<file path="config.mk">
export PLATFORM = sky130hd
export DESIGN_NAME = gpio_irq_top
export DESIGN_NICKNAME = d
export VERILOG_FILES = /design/src/rtl/gpio_irq_pkg.sv /design/src/rtl/gpio_edge_det.sv /design/src/rtl/gpio_irq_regs.sv /design/src/rtl/irq_pin_drv.sv /design/src/rtl/gpio_irq_top.sv
export SDC_FILE = /design/constraint.sdc
export NUM_CORES = 1
export LEC_CHECK = 0
export BUFFER_PORTS_ARGS = -buffer_cell sky130_fd_sc_hd__buf_2
export CAP_MARGIN = 20
export CORE_ASPECT_RATIO = 1.75
export CORE_MARGIN = 2
export CORE_UTILIZATION = 49
export CTS_CLUSTER_DIAMETER = 80
export DETAILED_ROUTE_END_ITERATION = 8
export MAX_ROUTING_LAYER = met4
export PLACE_DENSITY = 0.75
export SLEW_MARGIN = 10
export SYNTH_ARGS = -nofsm -noshare
export SYNTH_HDL_FRONTEND = slang
export SYNTH_SLANG_ARGS = --single-unit
export TNS_END_PERCENT = 20
</file>
<file path="constraint.sdc">
create_clock -name clk_i -period 4.89 [get_ports clk_i]
set_clock_uncertainty 0.15 [all_clocks]
set_input_delay 0.978 -clock clk_i [delete_from_list [all_inputs] [get_ports clk_i]]
set_output_delay 0.978 -clock clk_i [all_outputs]
set_load 0.1 [all_outputs]
</file>
<file path="src/rtl/gpio_irq_pkg.sv">
package gpio_irq_pkg;
  typedef enum logic [1:0] {
    SEL_FLAG = 2'd0,
    SEL_EN   = 2'd1,
    SEL_POL  = 2'd2
  } reg_sel_e;

  localparam logic [1:0] GPX_DEDICATED = 2'b10;
endpackage

</file>
<file path="src/rtl/gpio_edge_det.sv">
module gpio_edge_det #(
  parameter int N = 8
) (
  input  logic         clk_i,
  input  logic         rst_ni,
  input  logic [N-1:0] pin_i,
  input  logic [N-1:0] pol_i,
  output logic [N-1:0] hit_o
);
  for (genvar i = 0; i < N; i++) begin : g_pin
    // [0],[1] synchronizer, [2] previous synced value
    logic [2:0] sh_q;
    logic       rise, fall;

    always_ff @(posedge clk_i or negedge rst_ni) begin
      if (!rst_ni) sh_q <= '0;
      else         sh_q <= {sh_q[1:0], pin_i[i]};
    end

    assign rise     = sh_q[1] & ~sh_q[2];
    assign fall     = ~sh_q[1] & sh_q[2];
    assign hit_o[i] = pol_i[i] ? rise : fall;

    a_r2_hit_needs_change: assert property (@(posedge clk_i) disable iff (!rst_ni)
      hit_o[i] |-> (sh_q[1] != sh_q[2]));
  end
endmodule

</file>
<file path="src/rtl/gpio_irq_regs.sv">
module gpio_irq_regs
  import gpio_irq_pkg::*;
#(
  parameter int N = 8
) (
  input  logic         clk_i,
  input  logic         rst_ni,
  input  logic [N-1:0] hit_i,
  input  logic         wr_en_i,
  input  logic [1:0]   wr_sel_i,
  input  logic [N-1:0] wr_data_i,
  output logic [N-1:0] flags_o,
  output logic [N-1:0] en_o,
  output logic [N-1:0] pol_o
);
  logic [N-1:0] flags_q, en_q, pol_q, clr;

  assign clr = (wr_en_i && wr_sel_i == SEL_FLAG) ? wr_data_i : '0;

  always_ff @(posedge clk_i or negedge rst_ni) begin
    if (!rst_ni) begin
      flags_q <= '0;
      en_q    <= '0;
      pol_q   <= '0;
    end else begin
      // set dominates clear
      flags_q <= (flags_q & ~clr) | hit_i;
      if (wr_en_i && wr_sel_i == SEL_EN)  en_q  <= wr_data_i;
      if (wr_en_i && wr_sel_i == SEL_POL) pol_q <= wr_data_i;
    end
  end

  assign flags_o = flags_q;
  assign en_o    = en_q;
  assign pol_o   = pol_q;

  a_r5_set_wins: assert property (@(posedge clk_i) disable iff (!rst_ni)
    (|hit_i) |=> ((flags_q & $past(hit_i)) == $past(hit_i)));

  a_r3_clear_one: assert property (@(posedge clk_i) disable iff (!rst_ni)
    (|(clr & ~hit_i)) |=> ((flags_q & $past(clr & ~hit_i)) == '0));

  a_r3_zero_keeps: assert property (@(posedge clk_i) disable iff (!rst_ni)
    (wr_en_i && wr_sel_i == SEL_FLAG) |=>
      ((flags_q & $past(flags_q & ~wr_data_i)) == $past(flags_q & ~wr_data_i)));

  a_r4_enable_load: assert property (@(posedge clk_i) disable iff (!rst_ni)
    (wr_en_i && wr_sel_i == SEL_EN) |=> (en_q == $past(wr_data_i)));
endmodule

</file>
<file path="src/rtl/irq_pin_drv.sv">
module irq_pin_drv #(
  parameter int PW0_CYC = 16,
  parameter int PW1_CYC = 32,
  parameter int PW2_CYC = 64,
  parameter int PW3_CYC = 128
) (
  input  logic       clk_i,
  input  logic       rst_ni,
  input  logic       req_i,
  input  logic       ie_i,
  input  logic       edge_mode_i,
  input  logic       pol_i,
  input  logic [1:0] pw_sel_i,
  output logic       int_o,
  output logic       int_oe_o
);
  localparam int PW_MAX01 = (PW0_CYC > PW1_CYC) ? PW0_CYC : PW1_CYC;
  localparam int PW_MAX23 = (PW2_CYC > PW3_CYC) ? PW2_CYC : PW3_CYC;
  localparam int PW_MAX   = (PW_MAX01 > PW_MAX23) ? PW_MAX01 : PW_MAX23;
  localparam int CW       = $clog2(PW_MAX + 1);

  logic [3:0][CW-1:0] width_tab;
  for (genvar k = 0; k < 4; k++) begin : g_tab
    localparam int PWK = (k == 0) ? PW0_CYC : (k == 1) ? PW1_CYC :
                         (k == 2) ? PW2_CYC : PW3_CYC;
    assign width_tab[k] = CW'(PWK);
  end

  logic          cond, cond_q, start, pulse;
  logic [CW-1:0] cnt_q;

  assign cond  = ie_i & req_i;
  assign start = cond & ~cond_q;
  assign pulse = (cnt_q != '0);

  always_ff @(posedge clk_i or negedge rst_ni) begin
    if (!rst_ni) begin
      cond_q <= 1'b0;
      cnt_q  <= '0;
    end else begin
      cond_q <= cond;
      if (start && edge_mode_i) cnt_q <= width_tab[pw_sel_i];
      else if (pulse)           cnt_q <= cnt_q - 1'b1;
    end
  end

  always_comb begin
    if (edge_mode_i) begin
      int_oe_o = 1'b1;
      int_o    = pulse ? pol_i : ~pol_i;
    end else begin
      int_oe_o = cond;
      int_o    = 1'b0;
    end
  end

  a_r8_edge_drives: assert property (@(posedge clk_i) disable iff (!rst_ni)
    edge_mode_i |-> int_oe_o);

  a_r8_countdown: assert property (@(posedge clk_i) disable iff (!rst_ni)
    (pulse && !(start && edge_mode_i)) |=> (cnt_q == $past(cnt_q) - 1'b1));

  a_r7_level_pull: assert property (@(posedge clk_i) disable iff (!rst_ni)
    (!edge_mode_i && ie_i && req_i) |-> (int_oe_o && !int_o));

  a_r6_level_quiet: assert property (@(posedge clk_i) disable iff (!rst_ni)
    (!edge_mode_i && !ie_i) |-> !int_oe_o);

  a_r9_width_bound: assert property (@(posedge clk_i) disable iff (!rst_ni)
    cnt_q <= CW'(PW_MAX));
endmodule

</file>
<file path="src/rtl/gpio_irq_top.sv">
module gpio_irq_top
  import gpio_irq_pkg::*;
#(
  parameter int N       = 8,
  parameter int PW0_CYC = 16,
  parameter int PW1_CYC = 32,
  parameter int PW2_CYC = 64,
  parameter int PW3_CYC = 128
) (
  input  logic         clk_i,
  input  logic         rst_ni,
  input  logic [N-1:0] gpio_i,
  input  logic         wr_en_i,
  input  logic [1:0]   wr_sel_i,
  input  logic [N-1:0] wr_data_i,
  output logic [N-1:0] flags_o,
  output logic [N-1:0] enables_o,
  output logic [N-1:0] polarity_o,
  input  logic         other_irq_i,
  input  logic         ie_i,
  input  logic         edge_mode_i,
  input  logic         int_pol_i,
  input  logic [1:0]   pw_sel_i,
  input  logic         sep_irq_i,
  input  logic [1:0]   gpx_sel_i,
  input  logic         gpx_src_i,
  output logic         int_o,
  output logic         int_oe_o,
  output logic         gpx_o
);
  logic [N-1:0] hit;
  logic         gpio_req, dedicated, pin_req;

  gpio_edge_det #(.N(N)) u_edge (
    .clk_i  (clk_i),
    .rst_ni (rst_ni),
    .pin_i  (gpio_i),
    .pol_i  (polarity_o),
    .hit_o  (hit)
  );

  gpio_irq_regs #(.N(N)) u_regs (
    .clk_i     (clk_i),
    .rst_ni    (rst_ni),
    .hit_i     (hit),
    .wr_en_i   (wr_en_i),
    .wr_sel_i  (wr_sel_i),
    .wr_data_i (wr_data_i),
    .flags_o   (flags_o),
    .en_o      (enables_o),
    .pol_o     (polarity_o)
  );

  assign gpio_req  = |(flags_o & enables_o);
  assign dedicated = sep_irq_i && (gpx_sel_i == GPX_DEDICATED);
  assign pin_req   = other_irq_i | (gpio_req & ~dedicated);
  assign gpx_o     = dedicated ? (gpio_req & ie_i) : gpx_src_i;

  irq_pin_drv #(
    .PW0_CYC (PW0_CYC),
    .PW1_CYC (PW1_CYC),
    .PW2_CYC (PW2_CYC),
    .PW3_CYC (PW3_CYC)
  ) u_drv (
    .clk_i       (clk_i),
    .rst_ni      (rst_ni),
    .req_i       (pin_req),
    .ie_i        (ie_i),
    .edge_mode_i (edge_mode_i),
    .pol_i       (int_pol_i),
    .pw_sel_i    (pw_sel_i),
    .int_o       (int_o),
    .int_oe_o    (int_oe_o)
  );

  a_r10_gpx_route: assert property (@(posedge clk_i) disable iff (!rst_ni)
    !dedicated |-> (gpx_o == gpx_src_i));

  a_r10_split: assert property (@(posedge clk_i) disable iff (!rst_ni)
    (dedicated && !edge_mode_i && !other_irq_i) |-> !int_oe_o);
endmodule

</file>
==> summary.txt, run 1 <==
Synthesis
  – Synth cell types: 24
  – Most common flop cell mapped by yosys: dfrtp_1
  – List of most frequent post-synthesis cells: dfrtp_1 (57), nand2_1 (40), mux2_2 (16), nor2_1 (16), o211ai_1 (8)
  – Syn. warnings: 0
  – Mapped Area: 2246 µm²
  – Syn Nets: 213
  – Area contributors post-synth: dfrtp_1 (64%), mux2_2 (8.0%), nand2_1 (6.7%)
  – Share of the synthesized area in the top cell type: 63.51%
  – EDFF count, synth: 0
  – Avg Cell Area, Syn: 12.48 µm²
  – Count leader, synth: dfrtp_1
  – Sequential share of the synthesized area: 63.51%
  – Cells after synthesis: 180
  – Leading area contributor after synthesis: dfrtp_1
  – Post-synthesis async set-or-reset flop share: 100.0%
  – FF+latch count, synth: 57

Timing
  – Fmax achieved: 285.5 MHz
  – Final Setup Violations: 0
  – Hold Fails Final Rpt: 0
  – Worst slew pin tran: 722.1 ps
  – Pins Over Slew Limit: 0
  – TNS Setup: 0 ps
  – Final worst path period share: 71.62%
  – Final min period: 3502 ps
  – Worst relative slew slack: 51.86%
  – Unrepaired setup endpoints after global routing: no

Critical path
  – Critical-path cell list: inv_1 -> ha_1 -> nor3b_1 -> nand2_1 -> xor2_1 -> nor2_1 -> buf_2
  – CP top delay family: simple AND/OR/NAND/NOR gates
  – Worst EP arrival: 2370 ps
  – R2r setup slk: 2830 ps
  – Slowest-stage cell, CP: buf_2
  – CP Launch Type: flip-flop
  – RR Endpoint: u_drv.cnt_q[3]
  – Crit path launch: u_drv.cnt_q[0]
  – Worst r2r path cells: 6
  – Critical path buffers and inverters: 2
  – Setup CP Type: reg2out
  – Crit-path max FO: 6
  – FF-to-FF Start: u_drv.cnt_q[0]
  – Crit end category: output port
  – Slowest stage delay, CP: 430 ps
  – WP data required: 3760 ps

CTS
  – H-Tree Depth: 3
  – Post-CTS sizing: 0
  – CTS max path bufs: 2
  – Root Driver: clkbuf_8
  – Skew-Pair Late Insertion Delay: 330 ps
  – Clock sinks: 57
  – Hold_buf cts: 0
  – Reg clk slew, reported paths: 60 ps
  – CTS Buf Count: 9
  – CTS tree: built
  – Post-CTS Setup Bufs: 0

GRT
  – Gr usage total: 18.81%
  – First-pass GRT wire length: 6624 µm
  – Vias in the first global route: 1605
  – Grt ovf: 0
  – Largest net degree at the start of global routing: 58
  – Antenna violations before repair: 0

Pwr
  – Leakage power: 1.353 nW
  – Worst VDD drop: 0.4103 mV
  – Total power: 1.670 mW
  – Power per Cell Area: 589.7 nW/µm²

Die
  – Core region area: 4404 µm²
  – Die X: 55.18 µm
  – # rows: 32
  – Starting Density: 50.99%
  – Die H: 93.56 µm
  – Die Area: 5162 µm²
  – Io pins: 58

Detailed routing
  – DR vias: 1594
  – WL per Instance: 13.81 µm
  – Total wire length: 4197 µm
  – Routed Antenna Nets: 0
  – DRC Markers: 0
  – Initial DRC count: 31
  – Via density: 5.243
  – Detailed Routing Iterations Pass 1: 4

Layout
  – ANT cells: 0
  – Area growth from synthesis to layout: 26.07%
  – Fraction of layout cells with a size suffix above 1: 36.76%
  – Nets: 282

Hold path
  – Min-delay src: u_edge.g_pin[4].sh_q[0]
  – WHS Endpoint: u_edge.g_pin[4].sh_q[1]
  – Worst hold path cell count: 0
  – Worst Hold Class: reg2reg

Flow run
  – Total of max-cap violations: 0

Placement
  – Input/output buffers: 57
  – HPWL Detailed: 3195 µm
  – GP Congestion: 0.8528

Run status
  – Status: finished clean
report_power, final:
part / switching (mW) / internal, mW
Sequential: 0.0696 / 0.552
Combinational: 0.411 / 0.143
Clock: 0.168 / 0.326
logic make-up after synthesis:
| group | count (synthesis) | synth area share (%) |
|---|---|---|
| buffers and inverters | 4 | 0.6683 |
| adders and majority gates | 2 | 1.114 |
| and+or+nand+nor | 71 | 14.04 |
| AOI/OAI and AO/OA | 18 | 7.577 |
| DFF | 57 | 63.51 |
| xor gates and xnor gates | 5 | 1.950 |
| muxes | 23 | 11.14 |
worst register-to-register path, cell delays in order (launching register included):
cell and delay (ps):
dfrtp_1 410, inv_1 100, ha_1 210, nor3b_1 170, a2111oi_0 620, xnor2_1 200
nor2_1 60
final cells by class:
class	instances	area [µm²]
inverters	4	15.01
fillers	383	1573
clock inverters	2	60.06
repair buffers	58	292.8
well taps	51	63.81
multi-input cells	119	804.5
clock buffers	13	168.9
flip-flops and latches	57	1426
worst max path at each step:
stage	cells past startpoint	endpoint
6_report	7	int_o
5_1_grt	7	int_o
4_1_cts	7	int_o
3_5_place_dp	6	int_oe_o
3_3_place_gp	6	int_oe_o
2_1_floorplan	3	gpx_o
flip-flops by register name (all words and copies together) (netlist names):
signal and cells:
u_drv.cond_q 1, u_drv.cnt_q 8, u_regs.flags_o 8, u_regs.pol_o 8, u_edge.g_pin.sh_q 24, u_regs.en_o 8
stage by stage:
step / util [%] / instances / setup WS, ps / hold WS [ps] / instance area (µm²)
3_3_place_gp: 59.09 / 289 / 1773 / 181.4 / 2603
4_1_cts: 64.29 / 304 / 1373 / 203.5 / 2831
3_5_place_dp: 59.09 / 289 / 1714 / 189.6 / 2603
5_1_grt: 64.29 / 304 / 1162 / 206.9 / 2831
6_report: 64.29 / 304 / 1388 / 199.1 / 2831
2_1_floorplan: - / 180 / 314.0 / 181.2 / 2246
placed cells by master (no fill, tap or decap), drive strengths merged, types with 2 or more instances in the layout:
master,n
nor2,16
nand3b,4
bufinv,2
o21ai,2
mux2,16
xnor2,2
nand2b,3
inv,4
nand2,40
buf,58
nor3,2
xor2,3
a22o,4
o211ai,8
clkbuf,13
mux2i,7
ha,2
dfrtp,57
nor3b,3
per-layer routing:
layer	share of wire, %	global-route usage [%]	up-vias
li1	-	-	755
met1	38	17.49	786
met2	55	32.74	43
met3	4.3	3.834	10
met4	2.8	11.79	0
met5	0	-	-
Power figures use the tool's default switching activity.
==> run 2, diff against run 1 <==
--- a/config.mk
+++ b/config.mk
@@ -5,11 +5,12 @@
 export SDC_FILE = /design/constraint.sdc
 export NUM_CORES = 1
 export LEC_CHECK = 0
+export ABC_AREA = 1
 export BUFFER_PORTS_ARGS = -buffer_cell sky130_fd_sc_hd__buf_2
 export CAP_MARGIN = 20
 export CORE_ASPECT_RATIO = 1.75
 export CORE_MARGIN = 2
-export CORE_UTILIZATION = 49
+export CORE_UTILIZATION = 47
 export CTS_CLUSTER_DIAMETER = 80
 export DETAILED_ROUTE_END_ITERATION = 8
 export MAX_ROUTING_LAYER = met4
==> constraint.sdc (replaced) <==
create_clock -name clk_i -period 3.05 [get_ports clk_i]
set_clock_uncertainty 0.15 [all_clocks]
set_input_delay 0.61 -clock clk_i [delete_from_list [all_inputs] [get_ports clk_i]]
set_output_delay 0.61 -clock clk_i [all_outputs]
set_load 0.1 [all_outputs]
==> run 2 against run 1 <==
  * Final cell count increased by 20%
  * Utilization decreased by 4.3 points
  * Combinational power increased by 62%
  * Count of clock-buffer cells in the layout decreased by 1
  * Flip-flop and latch count unchanged
  * Area after synthesis increased by 3.7%
  * Routed wire length increased by 14%
  * Critical endpoint unchanged
  * Sequential power increased by 58%
  * Worst hold slack got worse by 130 ps
  * Highest routed layer unchanged
  * Total power increased by 48%
==> summary.txt, run 2 <==
CTS
  – Clock sinks: 57
  – Hold_buf cts: 0
  – Root Driver: clkbuf_8
  – H-Tree Depth: 3
  – Skew-Pair Late Insertion Delay: 330 ps
  – Reg clk slew, reported paths: 60 ps
  – CTS tree: built
  – Post-CTS Setup Bufs: 0
  – Post-CTS sizing: 0
  – CTS Buf Count: 9
  – CTS max path bufs: 2

Synthesis
  – Post-synthesis async set-or-reset flop share: 100.0%
  – Leading area contributor after synthesis: dfrtp_1
  – Syn. warnings: 0
  – FF+latch count, synth: 57
  – Area contributors post-synth: dfrtp_1 (61%), nand2_1 (9.7%), o21ai_0 (5.8%)
  – Synth cell types: 22
  – EDFF count, synth: 0
  – List of most frequent post-synthesis cells: nand2_1 (60), dfrtp_1 (57), inv_1 (29)
  – Sequential share of the synthesized area: 61.26%
  – Syn Nets: 275
  – Count leader, synth: nand2_1
  – Cells after synthesis: 242
  – Most common flop cell mapped by yosys: dfrtp_1
  – Mapped Area: 2328 µm²
  – Share of the synthesized area in the top cell type: 61.26%
  – Avg Cell Area, Syn: 9.622 µm²

Timing
  – Pins Over Slew Limit: 0
  – Fmax achieved: 376.1 MHz
  – Post-route setup slack: 391.3 ps
  – Hold Fails Final Rpt: 0
  – TNS Setup: 0 ps
  – Final min period: 2659 ps
  – Final worst path period share: 87.17%
  – Worst slew pin tran: 553.8 ps
  – Worst relative slew slack: 62.98%
  – Final Setup Violations: 0
  – Unrepaired setup endpoints after global routing: no

Critical path
  – Crit-path max FO: 6
  – FF-to-FF Start: u_drv.cnt_q[0]
  – Worst r2r path cells: 7
  – Crit end category: output port
  – Critical path destination: int_o
  – Slowest stage delay, CP: 410 ps
  – Worst EP arrival: 1900 ps
  – Setup CP Type: reg2out
  – R2r setup slk: 1480 ps
  – Critical-path cell list: inv_2 -> ha_1 -> nand3_1 -> nor2_4 -> o21a_1 -> buf_2
  – Crit path launch: u_drv.cnt_q[0]
  – CP Launch Type: flip-flop
  – RR Endpoint: u_drv.cnt_q[2]
  – Slowest-stage cell, CP: buf_2
  – WP data required: 2290 ps

Placement
  – HPWL Detailed: 3471 µm
  – Input/output buffers: 57
  – GP Congestion: 0.9124
  – Placed cell count: 351
  – Dpl ws: 742.3 ps

Layout
  – Biggest register: u_edge.g_pin.sh_q
  – Fraction of layout cells with a size suffix above 1: 28.03%
  – Most common cell after layout, fill and taps aside: nand2_1
  – Largest register FFs: 24
  – ANT cells: 0
  – Most frequent cells in the layout: nand2_1 (60), buf_2 (57), dfrtp_1 (57)
  – Area growth from synthesis to layout: 22.41%
  – Non-Filler Instances: 366
  – Final core occ: 60.03%
  – Nets: 343

GRT
  – Gr usage total: 19.45%
  – First-pass GRT wire length: 7852 µm
  – Antenna violations before repair: 0
  – Vias in the first global route: 1739
  – Grt ovf: 0
  – Largest net degree at the start of global routing: 24

Detailed routing
  – Detailed Routing Iterations Pass 1: 4
  – Initial DRC count: 84
  – Total wire length: 4767 µm
  – Routed Antenna Nets: 0
  – WL per Instance: 13.02 µm
  – Via density: 4.967
  – DRC Markers: 0
  – DR vias: 1818

Die
  – # rows: 33
  – Io pins: 58
  – Die H: 97.11 µm
  – Die X: 57.21 µm
  – Die Area: 5555 µm²
  – Core region area: 4748 µm²
  – Starting Density: 49.04%

Hold path
  – Worst Hold Class: in2async

Pwr
  – Power per Cell Area: 864.3 nW/µm²
  – Leakage power: 1.475 nW
  – Total power: 2.463 mW
  – Worst VDD drop: 0.5856 mV

Flow run
  – Total of max-cap violations: 0

Run status
  – Status: finished clean
run 2: cell count changes in the layout (fill, tap and decap cells not counted), moves of 7 or more:
cell | previous run | this run
mux2_2 | 16 | 0
nand2_1 | 40 | 60
mux2i_1 | 7 | 0
nand3_1 | 0 | 9
inv_1 | 4 | 29
o21ai_0 | 2 | 26
run 2: area by class of cell:
| cell class | instances | area (µm²) |
|---|---|---|
| Fill cell | 424 | 1898 |
| Sequential cell | 57 | 1426 |
| Multi-Input combinational cell | 150 | 772.0 |
| Timing Repair Buffer | 59 | 300.3 |
| Clock buffer | 12 | 145.1 |
| Inverter | 33 | 123.9 |
| Tap cell | 52 | 65.06 |
| Clock inverter | 3 | 17.52 |
run 2: worst min path at each step:
| stage | from | to | cells after the start |
|---|---|---|---|
| 6_report | rst_ni | u_regs.pol_o[0] | 1 |
| 4_1_cts | rst_ni | u_regs.pol_o[0] | 1 |
| 2_1_floorplan | rst_ni | u_drv.cnt_q[0] | 0 |
| 3_5_place_dp | u_edge.g_pin[0].sh_q[0] | u_edge.g_pin[0].sh_q[1] | 0 |
| 5_1_grt | rst_ni | u_regs.flags_o[0] | 1 |
| 3_3_place_gp | u_edge.g_pin[0].sh_q[0] | u_edge.g_pin[0].sh_q[1] | 0 |
run 2: logic make-up (layout without fill, tap and decap cells):
| group | count (synthesis) | in the layout | share of synthesized area [%] |
|---|---|---|---|
| compound gates | 45 | 45 | 10.75 |
| xor+xnor | 3 | 3 | 1.129 |
| fa+ha+maj | 2 | 2 | 1.075 |
| buf+inv | 35 | 107 | 5.749 |
| flops | 57 | 57 | 61.26 |
| simple gates | 100 | 100 | 20.04 |
run 2: power breakdown:
part	internal [mW]	leakage [nW]	switching [mW]
logic	0.208	0.726	0.690
registers	0.879	0.666	0.101
clock network	0.309	0.0822	0.275
run 2: routing by layer:
layer  vias up  track usage (%)  wire length, µm
li1        909                -                -
met1       832            20.86             1852
met2        64            31.12             2523
met3        13            5.726              243
met4         0            11.45              148
met5         -                -                0
run 2: metrics by stage:
step	hold slack, ps	cell area, µm²
2_1_floorplan	164.4	2332
3_3_place_gp	182.6	2688
3_5_place_dp	184.7	2688
4_1_cts	75.36	2850
5_1_grt	91.37	2850
6_report	70.43	2850
run 2: worst max-delay path: cells and delay by family (launching register included):
kind | cells | cell delay, ps
flops | 1 | 390
simple gates | 2 | 360
fa+ha+maj | 1 | 190
buf+inv | 2 | 500
compound gates | 1 | 120
